--- config.mk ---
export PLATFORM = sky130hd
export DESIGN_NAME = cs_gated_cmd_reg
export DESIGN_NICKNAME = d
export VERILOG_FILES = /design/src/rtl/cs_gated_cmd_reg_pkg.sv /design/src/rtl/cgr_reset_sync.sv /design/src/rtl/cgr_load_ctrl.sv /design/src/rtl/cgr_gated_bank.sv /design/src/rtl/cgr_free_bank.sv /design/src/rtl/cs_gated_cmd_reg.sv
export SDC_FILE = /design/constraint.sdc
export NUM_CORES = 1
export LEC_CHECK = 0
export BUFFER_PORTS_ARGS = -buffer_cell sky130_fd_sc_hd__buf_2
export CAP_MARGIN = 20
export CORE_MARGIN = 2
export CORE_UTILIZATION = 43
export CTS_BUF_LIST = sky130_fd_sc_hd__clkbuf_8 sky130_fd_sc_hd__clkbuf_16
export DETAILED_ROUTE_END_ITERATION = 16
export GPL_TIMING_DRIVEN = 0
export PLACE_DENSITY_LB_ADDON = 0.1
export SETUP_SLACK_MARGIN = 0.1
export SLEW_MARGIN = 20
export SYNTH_ARGS = -nofsm -noshare
export SYNTH_HDL_FRONTEND = slang
export SYNTH_SLANG_ARGS = --single-unit
--- constraint.sdc ---
create_clock -name clk -period 1.4 [get_ports clk]
set_input_delay 0.07 -clock clk [delete_from_list [all_inputs] [get_ports clk]]
set_output_delay 0.07 -clock clk [all_outputs]
set_load 0.02 [all_outputs]
--- src/rtl/cs_gated_cmd_reg_pkg.sv ---
`timescale 1ns/1ps
package cs_gated_cmd_reg_pkg;

    parameter int unsigned RANKS  = 4;
    parameter int unsigned ADDR_W = 16;
    parameter int unsigned BANK_W = 3;
    parameter int unsigned CKE_W  = 2;
    parameter int unsigned ODT_W  = 2;

    localparam int unsigned GATED_W   = ADDR_W + BANK_W + 3;
    localparam int unsigned UNGATED_W = RANKS + CKE_W + ODT_W;

    // Address and command group: loads only on selected edges when gating is on
    typedef struct packed {
        logic [ADDR_W-1:0] addr;
        logic [BANK_W-1:0] bank;
        logic              ras_n;
        logic              cas_n;
        logic              we_n;
    } gated_t;

    // Group that loads on every edge
    typedef struct packed {
        logic [RANKS-1:0] cs_n;
        logic [CKE_W-1:0] cke;
        logic [ODT_W-1:0] odt;
    } ungated_t;

    typedef enum logic [1:0] {
        LD_HOLD   = 2'd0,
        LD_SELECT = 2'd1,
        LD_FREE   = 2'd2
    } load_cause_e;

    function automatic logic any_rank_selected(input logic [RANKS-1:0] cs_n);
        return ~&cs_n;
    endfunction

    function automatic load_cause_e classify(input logic gate_en,
                                             input logic [RANKS-1:0] cs_n);
        if (!gate_en)
            return LD_FREE;
        else if (any_rank_selected(cs_n))
            return LD_SELECT;
        else
            return LD_HOLD;
    endfunction

endpackage

--- src/rtl/cgr_reset_sync.sv ---
`timescale 1ns/1ps
module cgr_reset_sync #(
    parameter int unsigned STAGES = 2
) (
    input  logic clk,
    input  logic rst_n,
    output logic rst_o
);
    logic [STAGES-1:0] chain_q;

    // Asserts at once when rst_n falls; releases after STAGES clock edges
    always_ff @(posedge clk or negedge rst_n) begin
        if (!rst_n)
            chain_q <= '1;
        else
            chain_q <= {chain_q[STAGES-2:0], 1'b0};
    end

    assign rst_o = chain_q[STAGES-1];

endmodule

--- src/rtl/cgr_load_ctrl.sv ---
`timescale 1ns/1ps
module cgr_load_ctrl
    import cs_gated_cmd_reg_pkg::*;
(
    input  logic             gate_en_i,
    input  logic [RANKS-1:0] cs_n_i,
    output logic             load_o
);
    load_cause_e cause;

    always_comb begin
        cause  = classify(gate_en_i, cs_n_i);
        load_o = (cause != LD_HOLD);
    end

endmodule

--- src/rtl/cgr_gated_bank.sv ---
`timescale 1ns/1ps
module cgr_gated_bank
    import cs_gated_cmd_reg_pkg::*;
(
    input  logic   clk,
    input  logic   rst,
    input  logic   load_i,
    input  gated_t d_i,
    output gated_t q_o,
    output logic   loaded_o
);
    logic [GATED_W-1:0] d_bits;
    logic [GATED_W-1:0] q_bits;

    assign d_bits = d_i;

    genvar b;
    generate
        for (b = 0; b < GATED_W; b++) begin : g_bit
            always_ff @(posedge clk or posedge rst) begin
                if (rst)
                    q_bits[b] <= 1'b0;
                else if (load_i)
                    q_bits[b] <= d_bits[b];
            end
        end
    endgenerate

    always_ff @(posedge clk or posedge rst) begin
        if (rst)
            loaded_o <= 1'b0;
        else
            loaded_o <= load_i;
    end

    assign q_o = q_bits;


    gated_load_chk: assert property (@(posedge clk) disable iff (rst)
        load_i |=> (q_o == $past(d_i)));


    gated_hold_chk: assert property (@(posedge clk) disable iff (rst)
        !load_i |=> $stable(q_o));


    load_flag_chk: assert property (@(posedge clk) disable iff (rst)
        loaded_o |-> (q_o == $past(d_i)));

endmodule

--- src/rtl/cgr_free_bank.sv ---
`timescale 1ns/1ps
module cgr_free_bank
    import cs_gated_cmd_reg_pkg::*;
(
    input  logic     clk,
    input  logic     rst,
    input  ungated_t d_i,
    output ungated_t q_o
);
    always_ff @(posedge clk or posedge rst) begin
        if (rst)
            q_o <= '0;
        else
            q_o <= d_i;
    end


    free_follow_chk: assert property (@(posedge clk) disable iff (rst)
        1'b1 |=> (q_o == $past(d_i)));

endmodule

--- src/rtl/cs_gated_cmd_reg.sv ---
`timescale 1ns/1ps
module cs_gated_cmd_reg
    import cs_gated_cmd_reg_pkg::*;
(
    input  logic              clk,
    input  logic              rst_n,
    input  logic              gate_en_i,
    input  logic [RANKS-1:0]  cs_n_i,
    input  logic [ADDR_W-1:0] addr_i,
    input  logic [BANK_W-1:0] bank_i,
    input  logic              ras_n_i,
    input  logic              cas_n_i,
    input  logic              we_n_i,
    input  logic [CKE_W-1:0]  cke_i,
    input  logic [ODT_W-1:0]  odt_i,
    output logic [RANKS-1:0]  q_cs_n_o,
    output logic [ADDR_W-1:0] q_addr_o,
    output logic [BANK_W-1:0] q_bank_o,
    output logic              q_ras_n_o,
    output logic              q_cas_n_o,
    output logic              q_we_n_o,
    output logic [CKE_W-1:0]  q_cke_o,
    output logic [ODT_W-1:0]  q_odt_o,
    output logic              q_load_o
);
    logic     rst;
    logic     load;
    gated_t   g_d, g_q;
    ungated_t u_d, u_q;

    cgr_reset_sync #(.STAGES(2)) u_rst (
        .clk   (clk),
        .rst_n (rst_n),
        .rst_o (rst)
    );

    cgr_load_ctrl u_ctrl (
        .gate_en_i (gate_en_i),
        .cs_n_i    (cs_n_i),
        .load_o    (load)
    );

    always_comb begin
        g_d.addr  = addr_i;
        g_d.bank  = bank_i;
        g_d.ras_n = ras_n_i;
        g_d.cas_n = cas_n_i;
        g_d.we_n  = we_n_i;
        u_d.cs_n  = cs_n_i;
        u_d.cke   = cke_i;
        u_d.odt   = odt_i;
    end

    cgr_gated_bank u_gated (
        .clk      (clk),
        .rst      (rst),
        .load_i   (load),
        .d_i      (g_d),
        .q_o      (g_q),
        .loaded_o (q_load_o)
    );

    cgr_free_bank u_free (
        .clk (clk),
        .rst (rst),
        .d_i (u_d),
        .q_o (u_q)
    );

    assign q_addr_o  = g_q.addr;
    assign q_bank_o  = g_q.bank;
    assign q_ras_n_o = g_q.ras_n;
    assign q_cas_n_o = g_q.cas_n;
    assign q_we_n_o  = g_q.we_n;
    assign q_cs_n_o  = u_q.cs_n;
    assign q_cke_o   = u_q.cke;
    assign q_odt_o   = u_q.odt;


    reset_low_chk: assert property (@(posedge clk)
        rst |-> (g_q == '0 && u_q == '0 && !q_load_o));


    free_mode_chk: assert property (@(posedge clk) disable iff (rst)
        !gate_en_i |=> q_load_o);

endmodule

==> impl_metrics.py, run 1 <==
metrics = {
    "place": {
        "gp_congestion": 0.646,
        "hpwl_um": 1550,
        "portBuffers": 63,
        "place_area_um2": 1560,
    },
    "critical_path": {
        "r2r-start": "u_gated.q_o[2]",
        "cp.required_ns": 1.56,
        "endpoint_kind": "flop",
        "start_kind": "input port",
        "crit_start": "cs_n_i[0]",
        "r2r_cells": 1,
        "cp-endpoint": "u_gated.q_o[2]",
        "cp_max_fo": 10,
        "rrSetupSlack_ns": 0.63,
        "cp.arrival_ns": 1.36,
        "criticalPathCategory": "input port to flop",
        "timing.rr.end": "u_gated.q_o[2]",
    },
    "drt": {
        "highest-signal-layer": "met4",
        "met3_length_um": 202,
        "drc": 0,
        "met1_length_um": 878,
        "dr_wl_met2_um": 1130,
        "drtIter0Drc": 4,
        "wire_per_inst_um": 13.0,
        "vias_per_cell": 4.56,
        "drtPass1Iterations": 4,
        "vias": 785,
        "drtAntennaViolNets": 0,
        "wl_um": 2240,
    },
    "sta": {
        "report.final.slew_viol_count": 0,
        "finalCritPeriodShare_pct": 85.7,
        "slew_headroom_pct": 58.0,
        "fin_skew_ns": 0.00230,
        "fin_crit_ns": 1.20,
        "hold_viol": 0,
        "timing_worst_slew_pin_value_ns": 0.629,
        "fmax_mhz": 833,
        "setup-violations-final": 0,
        "rsz0062_at_grt": "no",
        "fin_setup_tns_ns": 0,
    },
    "clock_network": {
        "cts.clk_slew.worst_paths_ns": 0.06,
        "cts-root-buf": "clkbuf_8",
        "cts_max_path_buffers": 2,
        "cts-buffers-inserted": 5,
        "cts_setup_buffers": 0,
        "cts_tree": "built",
        "post_cts_resized": 0,
        "clkSinkCount": 33,
        "htree_levels": 2,
        "clk_latency_ns": 0.28,
    },
    "power": {
        "vdd.ir_drop.worst_mv": 1.04,
        "total_leakage_power_nw": 0.938,
        "pwr_density_cell_nw_per_um2": 1180,
    },
    "cells_and_area": {
        "nNetsFinal": 173,
        "syn_to_final_growth_pct": 45.4,
        "utilization_pct": 64.5,
        "final_cell_mix": "buf_2 (63), dfrtp_1 (31), mux2_4 (19)",
        "antenna_cells": 0,
        "drive_gt1_share_pct": 70.2,
        "nFillCells": 220,
        "layout_commonest_cell": "buf_2",
        "fin_area_um2": 1750,
    },
    "flow_run": {
        "drv_cap": 0,
    },
    "yosys": {
        "synth-seq-cells": 33,
        "synth_top_area_share_pct": 64.6,
        "synth_cells": 61,
        "synth_area_per_cell_um2": 19.7,
        "ys_warn_count": 0,
        "yosysUniqueCellTypes": 9,
        "yosys-top-cells-area": "dfrtp_1 (65%), mux2_4 (24%), dfstp_2 (4.4%)",
        "synth_area_um2": 1200,
        "synth_area_leader_cell": "dfrtp_1",
        "ys_seq_area_share_pct": 69.0,
        "syn-num-nets": 94,
    },
    "floorplanning": {
        "core_area_um2": 2710,
        "io_pins": 64,
        "start_util_pct": 44.3,
        "fp.dieH_um": 56.9,
        "fp-row-count": 19,
        "die_area_um2": 3230,
        "chipWidth_um": 56.9,
    },
    "global_routing": {
        "grt_first_pass_wirelength_um": 3640,
        "overflow": 0,
        "grt_pass1_vias": 813,
        "grt_max_degree": 32,
        "antenna_found_initial": 0,
        "grt_util_all_layers_pct": 15.6,
    },
    "outcome": {
        "status": "completed",
    },
    "hold_path": {
        "hold_path.class": "input port to flop",
        "hold_path.startpoint": "addr_i[8]",
    },
}
==> stage by stage <==
| stage | hold WS [ns] | std cells | setup slack [ns] | power, mW |
|---|---|---|---|---|
| floorplan | -0.0778 | 61 | 0.392 | 1.19 |
| global placement | 0.0178 | 155 | 0.106 | 1.29 |
| detailed placement | 0.0210 | 155 | 0.261 | 1.30 |
| CTS | 0.00840 | 172 | 0.197 | 2.09 |
| global route | 0.000684 | 172 | 0.162 | 2.16 |
| finish | 0.0185 | 172 | 0.200 | 2.06 |
==> routing by layer <==
layer	vias up	global-route usage, %
met2	36	24.8
met4	0	5.98
met5	-	0
li1	365	-
met1	379	18.1
met3	5	7.60
==> registers in the layout (all words and copies together), names as in the netlist <==
name and cells:
u_gated.loaded_o 1, u_rst.chain_q 2, u_gated.q_o 22, u_free.q_o 8
==> area by class of cell <==
class	instances	area [um^2]	share of cell area, %
multi-input combinational	25	347	19.8
timing repair buffer	72	405	23.2
tap	31	38.8	2.22
sequential	33	828	47.4
clock buffer	7	96.3	5.52
buffer	2	22.5	1.29
clock inverter	1	5.00	0.287
inverter	1	3.75	0.215
==> synthesized netlist by cell type, drive strengths merged <==
master,count
and3,1
buf,2
conb,1
dfrtp,31
dfstp,2
inv,1
mux2,22
nand3,1
==> cell families (layout without fill, tap and decap cells) <==
group                  count (synthesis)  after routing  share of synthesized area, %
other                                  1              1                         0.312
multiplexers                          22             22                          26.6
buffers and inverters                  3             83                          2.19
AND/OR/NAND/NOR                        2              2                          1.98
flip-flops                            33             33                          69.0
==> worst min-delay path by stage <==
stage                             endpoint  slack [ns]  depth (start not counted)
after floorplan           u_rst.chain_q[0]       -0.08                          0
after global placement    u_rst.chain_q[0]        0.02                          1
after detailed placement  u_rst.chain_q[0]        0.02                          1
after CTS                  u_gated.q_o[11]       0.008                          2
after global routing       u_gated.q_o[10]      0.0007                          2
final                      u_gated.q_o[14]        0.02                          2
==> worst max-delay path, stage by stage <==
cell	delay [ns]
dlygate4sd3_1	0.53
buf_2	0.14
nand3_4	0.11
buf_6	0.19
mux2_4	0.31
==> power breakdown <==
group	total (mW)	internal [mW]	switching (mW)
sequential	1.03	1.01	0.0233
combinational	0.268	0.133	0.134
clock	0.757	0.443	0.313
total	2.06	1.59	0.471
==> timing repair <==
action | in CTS | in global routing
endpoints found under the setup margin | 0 | 0
hold buffers | 9 | 0
endpoints found under the hold margin | 10 | 0
Note: power is estimated with default switching activity, not from simulation.
==> run 2, diff against run 1 <==
--- a/config.mk
+++ b/config.mk
@@ -8,7 +8,7 @@
 export BUFFER_PORTS_ARGS = -buffer_cell sky130_fd_sc_hd__buf_2
 export CAP_MARGIN = 20
 export CORE_MARGIN = 2
-export CORE_UTILIZATION = 43
+export CORE_UTILIZATION = 42
 export CTS_BUF_LIST = sky130_fd_sc_hd__clkbuf_8 sky130_fd_sc_hd__clkbuf_16
 export DETAILED_ROUTE_END_ITERATION = 16
 export GPL_TIMING_DRIVEN = 0
@@ -17,4 +17,5 @@
 export SLEW_MARGIN = 20
 export SYNTH_ARGS = -nofsm -noshare
 export SYNTH_HDL_FRONTEND = slang
+export SYNTH_HIERARCHICAL = 1
 export SYNTH_SLANG_ARGS = --single-unit
==> run 2 against run 1 <==
Against the previous run:
- synthesized area is 6.7% lower
- routed wire length down 5.9%
- largest cell class unchanged
- design area shrank 5.5%
- non-clock buffer count unchanged
- register-to-register slack worse by 0.19 ns
- sequential cell count unchanged
- sequential share of layout area grew 2.8 points
- setup slack improved by 0.24 ns
- critical path depth decreased by 4
- clock power fell by 10%
- die area is 4.1% lower
==> impl_metrics.py, run 2 <==
metrics = {
    "yosys": {
        "synthTopCellsByCount": "dfrtp_1 (31), mux2_2 (22), buf_6 (2), dfstp_2 (2), inv_1 (2)",
        "ys_seq_area_share_pct": 73.9,
        "ys_warn_count": 6,
        "yosys-top-cells-area": "dfrtp_1 (69%), mux2_2 (22%), dfstp_2 (4.7%)",
        "synth_top_area_share_pct": 69.2,
        "synthFlopType": "dfrtp_1",
        "synth_edf_count": 0,
        "synth_area_per_cell_um2": 18.1,
        "async_flop_share_pct": 100,
        "synth_cells": 62,
        "synth-seq-cells": 33,
        "yosysUniqueCellTypes": 8,
        "synth_area_leader_cell": "dfrtp_1",
        "yosysMostFrequentCell": "dfrtp_1",
        "syn-num-nets": 95,
        "synth_area_um2": 1120,
    },
    "clock_network": {
        "post_cts_resized": 0,
        "cts_max_path_buffers": 2,
        "cts-buffers-inserted": 5,
        "clk_latency_ns": 0.28,
        "cts.clk_slew.worst_paths_ns": 0.07,
        "htree_levels": 2,
        "clkSinkCount": 33,
        "cts_tree": "built",
        "cts-root-buf": "clkbuf_8",
    },
    "sta": {
        "slew_headroom_pct": 44.3,
        "hold_viol": 0,
        "finalCritPeriodShare_pct": 68.3,
        "report.final.slew_viol_count": 0,
        "fin_setup_tns_ns": 0,
        "fin_hold_ws_ns": 0.0160,
        "rsz0062_at_grt": "no",
        "fmax_mhz": 1050,
        "fin_crit_ns": 0.956,
        "fin_skew_ns": 0.00532,
        "timing_worst_slew_pin_value_ns": 0.835,
        "setup-violations-final": 0,
    },
    "drt": {
        "vias": 769,
        "drtIter0Drc": 14,
        "drtAntennaViolNets": 0,
        "wl_um": 2110,
        "wire_per_inst_um": 12.3,
        "vias_per_cell": 4.47,
        "drtPass1Iterations": 4,
        "drc": 0,
    },
    "place": {
        "hpwl_um": 1520,
        "portBuffers": 63,
        "gp_congestion": 0.754,
    },
    "global_routing": {
        "grt_util_all_layers_pct": 14.2,
        "overflow": 0,
        "grtUsageMet1_pct": 14.8,
        "grt_pass1_vias": 734,
        "grtUsageMet3_pct": 8.37,
        "antenna_found_initial": 0,
        "grt_first_pass_wirelength_um": 3330,
        "grtUsageMet2_pct": 23.1,
        "grt_max_degree": 24,
        "grt.busiest_layer": "met2",
    },
    "cells_and_area": {
        "top_register": "u_gated/q_o",
        "final_cell_mix": "buf_2 (63), dfrtp_1 (31), mux2_2 (22)",
        "layout_commonest_cell": "buf_2",
        "drive_gt1_share_pct": 68.3,
        "top_regs": "u_gated/q_o (22), u_free/q_o (8), u_rst/chain_q (2)",
        "syn_to_final_growth_pct": 47.2,
        "largest_register_ffs": 22,
        "nNetsFinal": 174,
        "antenna_cells": 0,
    },
    "floorplanning": {
        "fp.dieH_um": 55.7,
        "fp-row-count": 18,
        "io_pins": 64,
        "core_area_um2": 2500,
        "die_area_um2": 3100,
        "start_util_pct": 44.8,
        "chipWidth_um": 55.7,
    },
    "critical_path": {
        "crit_path_top_delay_cell": "inv_1",
        "crit_family": "buffers and inverters",
        "criticalPathCategory": "flop to async pin",
        "cpPeakStageDelay_ns": 0.60,
        "cp.required_ns": 1.70,
        "start_kind": "flop",
        "crit_chain": "inv_1",
        "endpoint_kind": "async pin",
        "cp.arrival_ns": 1.26,
        "cp_max_fo": 23,
        "critPathBufInv": 1,
        "r2r_cells": 1,
        "crit_cells": 1,
    },
    "power": {
        "vdd.ir_drop.worst_mv": 0.895,
        "p_int_mw": 1.46,
        "power_frac_clock_pct": 34.8,
        "switchingPower_mw": 0.484,
        "total_leakage_power_nw": 0.833,
        "pwr_density_cell_nw_per_um2": 1180,
        "p_comb_share_pct": 12.4,
        "power.share.switching_pct": 24.8,
        "pwr-share-seq_pct": 52.8,
    },
    "flow_run": {
        "drv_cap": 0,
    },
    "outcome": {
        "status": "completed",
    },
    "hold_path": {
        "hold_path.class": "input port to flop",
        "holdPathStages": 2,
    },
}
==> run 2: cell types whose count changed in the layout (fill, tap and decap cells not counted), sizes merged <==
| cell | before | now |
|---|---|---|
| clkinvlp | 0 | 1 |
| inv | 1 | 2 |
| clkbuf | 7 | 5 |
| clkinv | 1 | 2 |
==> run 2: area by class of cell <==
cell class | count | area, um^2
Tap cell | 30 | 37.5
Timing Repair Buffer | 72 | 405
Fill cell | 197 | 850
Clock inverter | 3 | 17.5
Sequential cell | 33 | 828
Buffer | 2 | 22.5
Multi-Input combinational cell | 25 | 263
Inverter | 2 | 7.51
Clock buffer | 5 | 68.8
==> run 2: per-stage QoR <==
step                instances  power [mW]  util, %  area [um^2]  worst slack, ns
detailed placement        155        1.27     59.0         1470            0.175
finish                    172        1.95     66.0         1650            0.444
global placement          155        1.26     59.0         1470            0.205
global route              172        2.04     66.0         1650            0.234
floorplan                  62        1.17        -         1120            0.388
CTS                       172        1.98     66.0         1650            0.365
==> run 2: logic make-up (layout without fill, tap and decap cells) <==
group / after synthesis / count (layout) / synth area share, %
buffers and inverters: 4 / 84 / 2.68
flip-flops: 33 / 33 / 73.9
other: 1 / 1 / 0.335
AND/OR/NAND/NOR: 2 / 2 / 1.00
multiplexers: 22 / 22 / 22.1
==> run 2: final timing paths <==
check | start | to | slack (ns)
worst max-delay path | u_rst/chain_q[1] | u_gated/q_o[10] | 0.44
worst min-delay path | addr_i[1] | u_gated/q_o[7] | 0.02
worst max register to register | u_rst/chain_q[1] | u_gated/q_o[10] | 0.44
worst min register to register | u_rst/chain_q[1] | u_free/q_o[6] | 0.20
max in group clk | gate_en_i | u_gated/q_o[8] | 0.47
min in group asynchronous | u_rst/chain_q[1] | u_free/q_o[6] | 0.20
==> run 2: timing repair <==
action                     in CTS  in global routing
buffers inserted                0                  0
hold endpoints to repair       10                  0
hold buffers                    9                  0
setup endpoints to repair       0                  0
==> run 2: layer usage <==
metal,share of wire [%],wire length (um),vias up
met5,0,0,-
met4,1.2,26,0
met3,11,223,4
met2,53,1120,38
met1,35,745,364
li1,-,-,363
==> run 2: power by group through the flow <==
stage               sequential (mW)  clock, mW  combinational (mW)
floorplan                      1.11          0              0.0554
global placement               1.04          0               0.221
detailed placement             1.05          0               0.227
CTS                            1.03      0.702               0.246
global route                   1.03      0.749               0.260
finish                         1.03      0.678               0.242
==> run 3, diff against run 2 <==
--- a/config.mk
+++ b/config.mk
@@ -5,6 +5,7 @@
 export SDC_FILE = /design/constraint.sdc
 export NUM_CORES = 1
 export LEC_CHECK = 0
+export ABC_AREA = 1
 export BUFFER_PORTS_ARGS = -buffer_cell sky130_fd_sc_hd__buf_2
 export CAP_MARGIN = 20
 export CORE_MARGIN = 2
==> constraint.sdc (replaced) <==
create_clock -name clk -period 0.9 [get_ports clk]
set_input_delay 0.045 -clock clk [delete_from_list [all_inputs] [get_ports clk]]
set_output_delay 0.045 -clock clk [all_outputs]
set_load 0.02 [all_outputs]
==> run 3 against run 2 <==
Against the previous run:
- critical path type is now flop to primary output
- synthesized area grew 2.7%
- first-iteration DRC count increased to 4.1 times the previous value
- largest cell class is now buffers
- sequential cell count stayed put
==> impl_metrics.py, run 3 <==
metrics = {
    "cells_and_area": {
        "syn_to_final_growth_pct": 92.0,
        "nNetsFinal": 261,
        "fin_area_um2": 2210,
        "layout_commonest_cell": "nand2_1",
        "largest_register_ffs": 22,
        "top_register": "u_gated/q_o",
        "drive_gt1_share_pct": 40.6,
        "final_cell_mix": "nand2_1 (68), buf_6 (35), buf_2 (32)",
        "utilization_pct": 86.8,
        "top_regs": "u_gated/q_o (22), u_free/q_o (8), u_rst/chain_q (2)",
        "antenna_cells": 0,
    },
    "floorplanning": {
        "start_util_pct": 45.2,
        "chipWidth_um": 56.4,
        "fp-row-count": 18,
        "io_pins": 64,
        "core_area_um2": 2540,
        "fp.dieH_um": 56.4,
        "die_area_um2": 3180,
    },
    "sta": {
        "timing_worst_slew_pin_value_ns": 0.505,
        "fin_skew_ns": 0.00437,
        "slew_headroom_pct": 66.3,
        "fin_crit_ns": 0.869,
        "setup-violations-final": 0,
        "rsz0062_at_grt": "yes",
        "worst_slack_ns": 0.0310,
        "fmax_mhz": 1150,
        "finalCritPeriodShare_pct": 96.6,
        "report.final.slew_viol_count": 0,
        "hold_viol": 0,
    },
    "outcome": {
        "status": "completed",
    },
    "global_routing": {
        "overflow": 0,
        "grt_first_pass_wirelength_um": 5630,
        "grt_util_all_layers_pct": 24.5,
        "antenna_found_initial": 0,
        "grt_pass1_vias": 1205,
        "grt_max_degree": 24,
    },
    "yosys": {
        "synth-compound-area-share_pct": 0,
        "synth_edf_count": 0,
        "yosys-mux-area-fraction_pct": 0,
        "yosysMostFrequentCell": "nand2_1",
        "synthTopCellsByCount": "nand2_1 (69), dfrtp_1 (31), inv_1 (4)",
        "synth-simple-area-share_pct": 22.8,
        "synth_top_area_share_pct": 67.4,
        "yosys-top-cells-area": "dfrtp_1 (67%), nand2_1 (23%), dfstp_2 (4.6%)",
        "ys_warn_count": 6,
        "synth_top_family_by_area": "simple AND/OR/NAND/NOR gates",
        "synth_cells": 113,
        "async_flop_share_pct": 100,
        "synth-seq-cells": 33,
        "yosysUniqueCellTypes": 9,
        "ys_seq_area_share_pct": 72.0,
        "synth_xor_area_share_pct": 0,
        "synth_area_leader_cell": "dfrtp_1",
        "synthAdderAreaFrac_pct": 0,
        "synthFlopType": "dfrtp_1",
        "synth_area_per_cell_um2": 10.2,
        "syn-num-nets": 146,
        "synth_area_um2": 1150,
    },
    "critical_path": {
        "r2r-start": "u_gated/q_o[19]",
        "r2r_cells": 4,
        "endpoint_kind": "primary output",
        "rrSetupSlack_ns": 0.09,
        "cp_max_fo": 2,
        "crit_path_top_delay_cell": "dfrtp_1",
        "crit_family": "flip-flops",
        "cpPeakStageDelay_ns": 0.40,
        "cp.required_ns": 0.85,
        "timing.rr.end": "u_gated/q_o[19]",
        "critPathBufInv": 1,
        "criticalPathCategory": "flop to primary output",
        "crit_chain": "buf_6",
        "start_kind": "flop",
        "cp.arrival_ns": 0.82,
    },
    "drt": {
        "drtPass1Iterations": 4,
        "wl_um": 3520,
        "wire_per_inst_um": 13.6,
        "vias": 1170,
        "drc": 0,
        "drtAntennaViolNets": 0,
        "drtIter0Drc": 58,
        "vias_per_cell": 4.52,
    },
    "place": {
        "portBuffers": 63,
        "hpwl_um": 1810,
        "gp_congestion": 0.714,
        "place_area_um2": 1500,
        "place_ws_ns": -0.141,
    },
    "power": {
        "pwr_density_cell_nw_per_um2": 1490,
        "p_total_mw": 3.29,
        "vdd.ir_drop.worst_mv": 1.61,
        "total_leakage_power_nw": 1.18,
    },
    "flow_run": {
        "drv_cap": 0,
    },
    "clock_network": {
        "cts_tree": "built",
        "clk_latency_ns": 0.28,
        "cts-buffers-inserted": 5,
        "cts.clk_slew.worst_paths_ns": 0.06,
        "clkSinkCount": 33,
        "cts-root-buf": "clkbuf_8",
        "cts_max_path_buffers": 2,
        "htree_levels": 2,
    },
    "hold_path": {
        "holdPathStages": 4,
        "worstHoldEndpoint": "u_gated/loaded_o",
        "hold_path.class": "input port to flop",
        "hold_path.startpoint": "cs_n_i[1]",
    },
}
-- run 3: cell count changes in the layout (fill, tap and decap cells not counted) --
cell,change
nand2_1,+68
buf_6,+33
buf_2,-31
dlygate4sd3_1,+22
mux2_2,-22
buf_4,+14
inv_1,+2
and3_1,-1
inv_2,+1
nand2_2,+1
nand3_1,-1
nor2_1,+1
-- run 3: power by group --
| group | internal, mW | switching [mW] | total, mW |
|---|---|---|---|
| Combinational | 0.366 | 0.271 | 0.638 |
| Clock | 0.523 | 0.501 | 1.02 |
| Sequential | 1.57 | 0.0582 | 1.63 |
| Total | 2.46 | 0.831 | 3.29 |
-- run 3: how the worst max path moves through the flow --
stage                                 from          endpoint  slack [ns]  depth (start not counted)
after global routing       u_gated/q_o[15]       q_addr_o[9]      -0.006                          1
final                      u_gated/q_o[19]      q_addr_o[13]        0.03                          1
after floorplan           u_rst/chain_q[1]  u_gated/loaded_o        0.11                          1
after global placement    u_rst/chain_q[1]    u_gated/q_o[3]        -0.1                          1
after CTS                  u_gated/q_o[20]      q_addr_o[14]        0.03                          1
after detailed placement  u_rst/chain_q[1]    u_gated/q_o[6]       -0.14                          1
-- run 3: logic make-up (layout without fill, tap and decap cells) --
logic type | count (synthesis) | in the layout
buffers and inverters | 9 | 125
flip-flops | 33 | 33
other | 1 | 1
AND/OR/NAND/NOR | 70 | 70
-- run 3: per-stage QoR --
step | hold WS, ns | cells | setup TNS, ns
2_1_floorplan | -0.103 | 113 | 0
3_3_place_gp | -0.00227 | 206 | -2.27
3_5_place_dp | 0.00365 | 206 | -3.26
4_1_cts | 0.161 | 252 | 0
5_1_grt | 0.212 | 259 | -0.0113
6_report | 0.180 | 259 | 0
-- run 3: repair_timing --
| item | 4_1_cts | 5_1_grt |
|---|---|---|
| endpoints found under the setup margin | 54 | 31 |
| pin swaps | 0 | 1 |
| hold endpoints to repair | 32 | 0 |
| cloned | 0 | 0 |
| gates resized for setup | 63 | 3 |
| hold buffers | 31 | 0 |
| setup buffers | 7 | 7 |
-- run 3: final cells by class --
class	count	area [um^2]
Multi-Input combinational cell	71	269
Fill cell	141	335
Inverter	5	22.5
Tap cell	30	37.5
Clock buffer	5	68.8
Timing Repair Buffer	108	932
Sequential cell	33	828
Clock inverter	3	13.8
Buffer	4	37.5
-- run 3: per-layer routing --
| layer | wire length [um] | share of wire, % | vias up | track usage (%) |
|---|---|---|---|---|
| met5 | 0 | 0 | - | 0 |
| met4 | 97 | 2.8 | 0 | 10.9 |
| met3 | 201 | 5.7 | 11 | 9.45 |
| met2 | 2030 | 58 | 47 | 45.5 |
| met1 | 1180 | 34 | 551 | 23.7 |
| li1 | - | - | 561 | - |
-- run 3: tightest hold or removal path, cell delays in order --
cell	delay [ns]
buf_2	0.08
nand2_1	0.04
inv_1	0.05
nand2_1	0.15
